## src/rtl/ledrx_pkg.sv

```systemverilog
package ledrx_pkg;

    // Convert a duration in ns to a clock cycle count, never below 2.
    function automatic int ns_to_cycles(input int clk_mhz, input int dur_ns);
        int c;
        c = (clk_mhz * dur_ns) / 1000;
        if (c < 2) c = 2;
        return c;
    endfunction

    typedef enum logic {
        TMR_IDLE = 1'b0,
        TMR_RUN  = 1'b1
    } tmr_state_e;

endpackage

```

## src/rtl/ledrx_sync.sv

```systemverilog
module ledrx_sync (
    input  logic clk,
    input  logic rst_n,
    input  logic din_i,
    output logic line_o,
    output logic rise_o
);
    typedef struct packed {
        logic s1;
        logic s2;
        logic prev;
    } sync_t;

    sync_t q, d;

    always_comb begin
        d      = q;
        d.s1   = din_i;
        d.s2   = q.s1;
        d.prev = q.s2;
    end

    always_ff @(posedge clk) begin
        if (!rst_n) q <= '0;
        else        q <= d;
    end

    assign line_o = q.s2;
    assign rise_o = q.s2 & ~q.prev;

    // a rising edge is a single-cycle event
    assert_rise_single_R1: assert property (@(posedge clk) disable iff (!rst_n)
        rise_o |=> !rise_o);

endmodule

```

## src/rtl/ledrx_sample_timer.sv

```systemverilog
module ledrx_sample_timer
    import ledrx_pkg::*;
#(
    parameter int SAMPLE_CYC = 72
) (
    input  logic clk,
    input  logic rst_n,
    input  logic line_i,
    input  logic rise_i,
    output logic smp_stb_o,
    output logic smp_bit_o
);
    localparam int CW = $clog2(SAMPLE_CYC + 1);

    typedef struct packed {
        tmr_state_e st;
        logic [CW-1:0] cnt;
        logic stb;
        logic bit_v;
    } tmr_t;

    tmr_t q, d;

    always_comb begin
        d     = q;
        d.stb = 1'b0;
        case (q.st)
            TMR_IDLE: begin
                if (rise_i) begin
                    d.st  = TMR_RUN;
                    d.cnt = CW'(SAMPLE_CYC - 1);
                end
            end
            default: begin
                if (q.cnt == '0) begin
                    d.st    = TMR_IDLE;
                    d.stb   = 1'b1;
                    d.bit_v = line_i;
                end else begin
                    d.cnt = q.cnt - CW'(1);
                end
            end
        endcase
    end

    always_ff @(posedge clk) begin
        if (!rst_n) q <= '{st: TMR_IDLE, cnt: '0, stb: 1'b0, bit_v: 1'b0};
        else        q <= d;
    end

    assign smp_stb_o = q.stb;
    assign smp_bit_o = q.bit_v;

    // an edge during a running window does not reload the timer
    assert_edge_ignored_R4: assert property (@(posedge clk) disable iff (!rst_n)
        (q.st == TMR_RUN && q.cnt != '0 && rise_i) |=> (q.cnt == $past(q.cnt) - CW'(1)));

    // one sample per window
    assert_sample_single_R1: assert property (@(posedge clk) disable iff (!rst_n)
        smp_stb_o |=> !smp_stb_o);

endmodule

```

## src/rtl/ledrx_idle_det.sv

```systemverilog
module ledrx_idle_det #(
    parameter int RESET_CYC = 6250
) (
    input  logic clk,
    input  logic rst_n,
    input  logic line_i,
    output logic frame_o
);
    localparam int CW = $clog2(RESET_CYC + 1);

    typedef struct packed {
        logic [CW-1:0] cnt;
        logic armed;
        logic pulse;
    } idle_t;

    idle_t q, d;

    always_comb begin
        d       = q;
        d.pulse = 1'b0;
        if (line_i) begin
            d.cnt   = '0;
            d.armed = 1'b1;
        end else if (q.armed) begin
            if (q.cnt == CW'(RESET_CYC - 1)) begin
                d.pulse = 1'b1;
                d.armed = 1'b0;
            end else begin
                d.cnt = q.cnt + CW'(1);
            end
        end
    end

    always_ff @(posedge clk) begin
        if (!rst_n) q <= '{cnt: '0, armed: 1'b1, pulse: 1'b0};
        else        q <= d;
    end

    assign frame_o = q.pulse;

    // one pulse per low stretch
    assert_one_pulse_R5: assert property (@(posedge clk) disable iff (!rst_n)
        frame_o |=> !frame_o);

    // a pulse only follows a low line
    assert_pulse_on_low_R5: assert property (@(posedge clk) disable iff (!rst_n)
        frame_o |-> $past(!line_i));

endmodule

```

## src/rtl/ledrx_top.sv

```systemverilog
module ledrx_top
    import ledrx_pkg::*;
#(
    parameter int CLK_MHZ   = 125,
    parameter int SAMPLE_NS = 580,
    parameter int RESET_NS  = 50000,
    parameter int WORD_BITS = 24,
    parameter int IDX_W     = 8
) (
    input  logic                 clk,
    input  logic                 rst_n,
    input  logic                 din_i,
    output logic [WORD_BITS-1:0] word_o,
    output logic                 word_vld_o,
    output logic [IDX_W-1:0]     word_idx_o,
    output logic                 frame_start_o
);
    localparam int SAMPLE_CYC = ns_to_cycles(CLK_MHZ, SAMPLE_NS);
    localparam int RESET_CYC  = ns_to_cycles(CLK_MHZ, RESET_NS);
    localparam int BCW        = $clog2(WORD_BITS);

    logic line, rise, smp_stb, smp_bit, frame_pulse;

    ledrx_sync u_sync (
        .clk   (clk),
        .rst_n (rst_n),
        .din_i (din_i),
        .line_o(line),
        .rise_o(rise)
    );

    ledrx_sample_timer #(.SAMPLE_CYC(SAMPLE_CYC)) u_timer (
        .clk      (clk),
        .rst_n    (rst_n),
        .line_i   (line),
        .rise_i   (rise),
        .smp_stb_o(smp_stb),
        .smp_bit_o(smp_bit)
    );

    ledrx_idle_det #(.RESET_CYC(RESET_CYC)) u_idle (
        .clk    (clk),
        .rst_n  (rst_n),
        .line_i (line),
        .frame_o(frame_pulse)
    );

    typedef struct packed {
        logic [WORD_BITS-1:0] shreg;
        logic [BCW-1:0]       bcnt;
        logic [WORD_BITS-1:0] word;
        logic                 vld;
        logic [IDX_W-1:0]     idx;
        logic [IDX_W-1:0]     nidx;
        logic                 fs;
    } asm_t;

    asm_t q, d;

    always_comb begin
        d     = q;
        d.vld = 1'b0;
        d.fs  = 1'b0;
        if (frame_pulse) begin
            d.shreg = '0;
            d.bcnt  = '0;
            d.nidx  = '0;
            d.fs    = 1'b1;
        end else if (smp_stb) begin
            d.shreg = {q.shreg[WORD_BITS-2:0], smp_bit};
            if (q.bcnt == BCW'(WORD_BITS - 1)) begin
                d.word = {q.shreg[WORD_BITS-2:0], smp_bit};
                d.vld  = 1'b1;
                d.idx  = q.nidx;
                d.nidx = q.nidx + IDX_W'(1);
                d.bcnt = '0;
            end else begin
                d.bcnt = q.bcnt + BCW'(1);
            end
        end
    end

    always_ff @(posedge clk) begin
        if (!rst_n) q <= '0;
        else        q <= d;
    end

    assign word_o        = q.word;
    assign word_vld_o    = q.vld;
    assign word_idx_o    = q.idx;
    assign frame_start_o = q.fs;

    // a valid word is a one-cycle pulse
    assert_word_pulse_R3: assert property (@(posedge clk) disable iff (!rst_n)
        word_vld_o |=> !word_vld_o);

    // the bit counter stays within a word
    assert_bitcnt_range_R3: assert property (@(posedge clk) disable iff (!rst_n)
        q.bcnt < BCW'(WORD_BITS));

    // a frame start and a word never complete together
    assert_frame_no_word_R6: assert property (@(posedge clk) disable iff (!rst_n)
        frame_start_o |-> !word_vld_o);

    // the reported index holds between words
    assert_idx_stable_R7: assert property (@(posedge clk) disable iff (!rst_n)
        !word_vld_o |-> $stable(word_idx_o));

endmodule

```

## config.mk

```make
export PLATFORM = sky130hd
export DESIGN_NAME = ledrx_top
export DESIGN_NICKNAME = d
export VERILOG_FILES = /design/src/rtl/ledrx_pkg.sv /design/src/rtl/ledrx_sync.sv /design/src/rtl/ledrx_sample_timer.sv /design/src/rtl/ledrx_idle_det.sv /design/src/rtl/ledrx_top.sv
export SDC_FILE = /design/constraint.sdc
export NUM_CORES = 1
export LEC_CHECK = 0
export CAP_MARGIN = 40
export CORE_MARGIN = 3
export CORE_UTILIZATION = 58
export CTS_BUF_LIST = sky130_fd_sc_hd__clkbuf_4 sky130_fd_sc_hd__clkbuf_8
export CTS_CLUSTER_SIZE = 14
export DETAILED_ROUTE_END_ITERATION = 10
export GPL_TIMING_DRIVEN = 1
export PLACE_DENSITY = 0.77
export SETUP_SLACK_MARGIN = 0.4
export SKIP_LAST_GASP = 1
export SYNTH_ARGS = -nofsm -noshare
export SYNTH_HDL_FRONTEND = slang
export SYNTH_SLANG_ARGS = --single-unit
```

## constraint.sdc

```tcl
create_clock -name clk -period 3.6 [get_ports clk]
set_input_delay 0.36 -clock clk [delete_from_list [all_inputs] [get_ports clk]]
set_output_delay 0.36 -clock clk [all_outputs]
set_load 0.05 [all_outputs]
```

==> impl_metrics.tcl <==
set metrics [dict create \
    antenna_found_initial 0 \
    area_growth_pct 8.07 \
    grt_pass1_vias 2938 \
    syn_avg_cell_area_um2 9.24 \
    yosysUniqueCellTypes 48 \
    final.setup_skew_ns 0.0114 \
    io_pins 37 \
    worstPathArrival_ns 2.52 \
    row_count 31 \
    syn_area_um2 4370 \
    finalSetupViolations 0 \
    rr_startpoint "u_timer.smp_stb_o" \
    initial_utilization_pct 60.0 \
    fin_crit_sh_pct 62.4 \
    drt_wl_total_mm 7.56 \
    wl_per_cell_um 13.2 \
    period_needed_ns 2.25 \
    grt_pass1_wl_mm 13.0 \
    vdd_drop_max_uv 216 \
    crit_start "u_timer.smp_stb_o" \
    dp_worst_setup_slack_ns 1.33 \
    grt-ovfl-total 0 \
    crit_required_ns 3.88 \
    cap_violations 0 \
    cts_tree "built" \
    p_per_area_nw_per_um2 396 \
    ys_ff_latch 98 \
    drtAntennaViolNets 0 \
    tns_ns 0 \
    syn_nets 482 \
    clk_pin_slew_ns 0.09 \
    fp.dieArea_um2 8620 \
    layout.nets 477 \
    cts.repair.resized 0 \
    detail_route.iter0.violations 128 \
    vias 3143 \
    p_leak_nw 1.50 \
    hold_viol 0 \
    drtPass1Iterations 4 \
    worstPathMaxFanout 30 \
    antenna_cells 0 \
    cts_made_buffers 9 \
    htreeDepth 3 \
    synth-edff-count 0 \
    critPathCaptureType "register" \
    ys_seq_area_share_pct 44.9 \
    fmax_mhz 445 \
    portBuffers 36 \
    status "finished clean" \
    nFillCells 635 \
    core-area_um2 7290 \
    gp_congestion 0.829 \
    cts_hold_buf 0 \
    synth_ff_type "dfxtp_1" \
    synth_cells 473 \
    layout_commonest_cell "dfxtp_1" \
    relSlewSlack_pct 43.5 \
    grt_setup_unrepaired "false" \
    synth_warnings 0 \
    clockBufferDepth 2 \
    reg2reg_setup_slack_ns 1.35 \
    endpoint "word_o[22]" \
    rr_endpoint "word_o[22]" \
    cts_root_buf "clkbuf_8" \
    insertion_delay_ns 0.35 \
    die_y_um 92.8 \
    final_cell_mix "dfxtp_1 (98), nand2_1 (82), mux2i_1 (64)" \
    grt_max_degree 44 \
    timing.final.max_slew_violations 0 \
    drc 0 \
    grt_util_all_layers_pct 18.4 \
    clock_sinks 98 \
    startpoint_type "register" \
    post_cts_buffers 0 \
    path_class "register to register" \
    vias_per_cell 5.49 \
    drive_above_1_share_pct 5.50 \
    setup_slack_ns 1.35 \
    hpwl_mm 5.09 \
    r2r_cells 5 \
    async_flop_share_pct 0 \
    hold_class "register to register" \
    die_w_um 92.8 \
    tightest_slew_ns 0.845 \
]
## worst max-delay path, stage by stage (launching register included)
cell	delay (ns)
dfxtp_1	0.31
buf_4	0.39
nand3_4	0.22
nor3_4	0.74
buf_12	0.27
mux2i_1	0.21
## state kept, by name (all words and copies together), names as in the netlist, 8 cells and up
signal / cells
word_idx_o: 8
word_o: 24
q: 36
u_idle.q: 14
u_timer.q: 8
## power by group
group          switching [W]  leakage [nW]  internal (W)
clock               0.000382        0.0831      0.000277
sequential         0.0000171         0.791       0.00110
combinational      0.0000609         0.627     0.0000372
total               0.000460          1.50       0.00141
## kinds of logic after synthesis
logic type                 count (synthesis)  synth area share [%]
muxes                                     64                  14.7
and+or+nand+nor                          192                  22.4
AOI/OAI and AO/OA                         45                  6.61
DFF                                       98                  44.9
xor gates and xnor gates                   5                  1.00
adders and majority gates                  6                  1.72
buffers and inverters                     63                  8.76
## metrics by stage
step / util (%) / total power, W / area, um2 / std cells / hold slack, ns
2_1_floorplan: - / 0.00121 / 4370 / 473 / 0.412
3_3_place_gp: 62.2 / 0.00123 / 4540 / 556 / 0.424
3_5_place_dp: 62.2 / 0.00124 / 4540 / 556 / 0.419
4_1_cts: 64.8 / 0.00189 / 4720 / 572 / 0.440
5_1_grt: 64.8 / 0.00195 / 4720 / 572 / 0.465
6_report: 64.8 / 0.00187 / 4720 / 572 / 0.440
## cells in the mapped netlist (all sizes together), types with 2 or more instances
cell type | number | area share, %
nand3 | 12 | 1.7
xor2 | 4 | 0.80
or4b | 3 | 0.77
a31oi | 2 | 0.29
nor2b | 3 | 0.43
nand4b | 3 | 0.60
dfxtp | 98 | 45
nor4 | 7 | 1.0
or3 | 5 | 0.72
nor2 | 32 | 2.7
buf | 43 | 7.0
a211oi | 2 | 0.34
nand4 | 8 | 1.1
or4 | 4 | 0.69
nand3b | 3 | 0.52
inv | 7 | 0.60
nor3 | 3 | 0.60
and2 | 3 | 0.43
o41ai | 4 | 0.80
o31ai | 5 | 0.86
o311ai | 3 | 0.60
mux2i | 64 | 15
nor4bb | 2 | 0.46
nor4b | 5 | 1.0
a21oi | 15 | 1.7
o21ai | 9 | 1.0
ha | 6 | 1.7
clkbuf | 13 | 1.1
nand2b | 12 | 1.7
nand2 | 82 | 7.0
## area by class of cell
class                      instances  area (um2)  area share [%]
multi-input combinational        312        2030            42.9
sequential                        98        1960            41.5
timing repair buffer              40         398            8.42
clock buffer                      10         138            2.91
tap                               99         124            2.62
clock inverter                     6        50.0            1.06
inverter                           7        26.3           0.556
## per-layer routing
metal | global-route usage [%] | part of all wire [%] | vias to the layer above
li1 | - | - | 1601
met1 | 23.7 | 48 | 1465
met2 | 29.2 | 47 | 67
met3 | 3.82 | 3.7 | 10
met4 | 8.91 | 1.6 | 0
met5 | 0 | 0 | -
## worst min path at each step
stage / from / endpoint / slack, ns / cells after the start
after global placement: u_sync.d[1] / u_sync.line_o / 0.42 / 1
after floorplan: u_sync.d[1] / u_sync.line_o / 0.41 / 1
after CTS: u_sync.d[1] / u_sync.line_o / 0.44 / 1
after detailed placement: u_sync.d[1] / u_sync.line_o / 0.42 / 1
final: u_sync.d[1] / u_sync.line_o / 0.44 / 1
after global routing: u_sync.d[1] / u_sync.line_o / 0.46 / 1
Power figures use the tool's default switching activity.
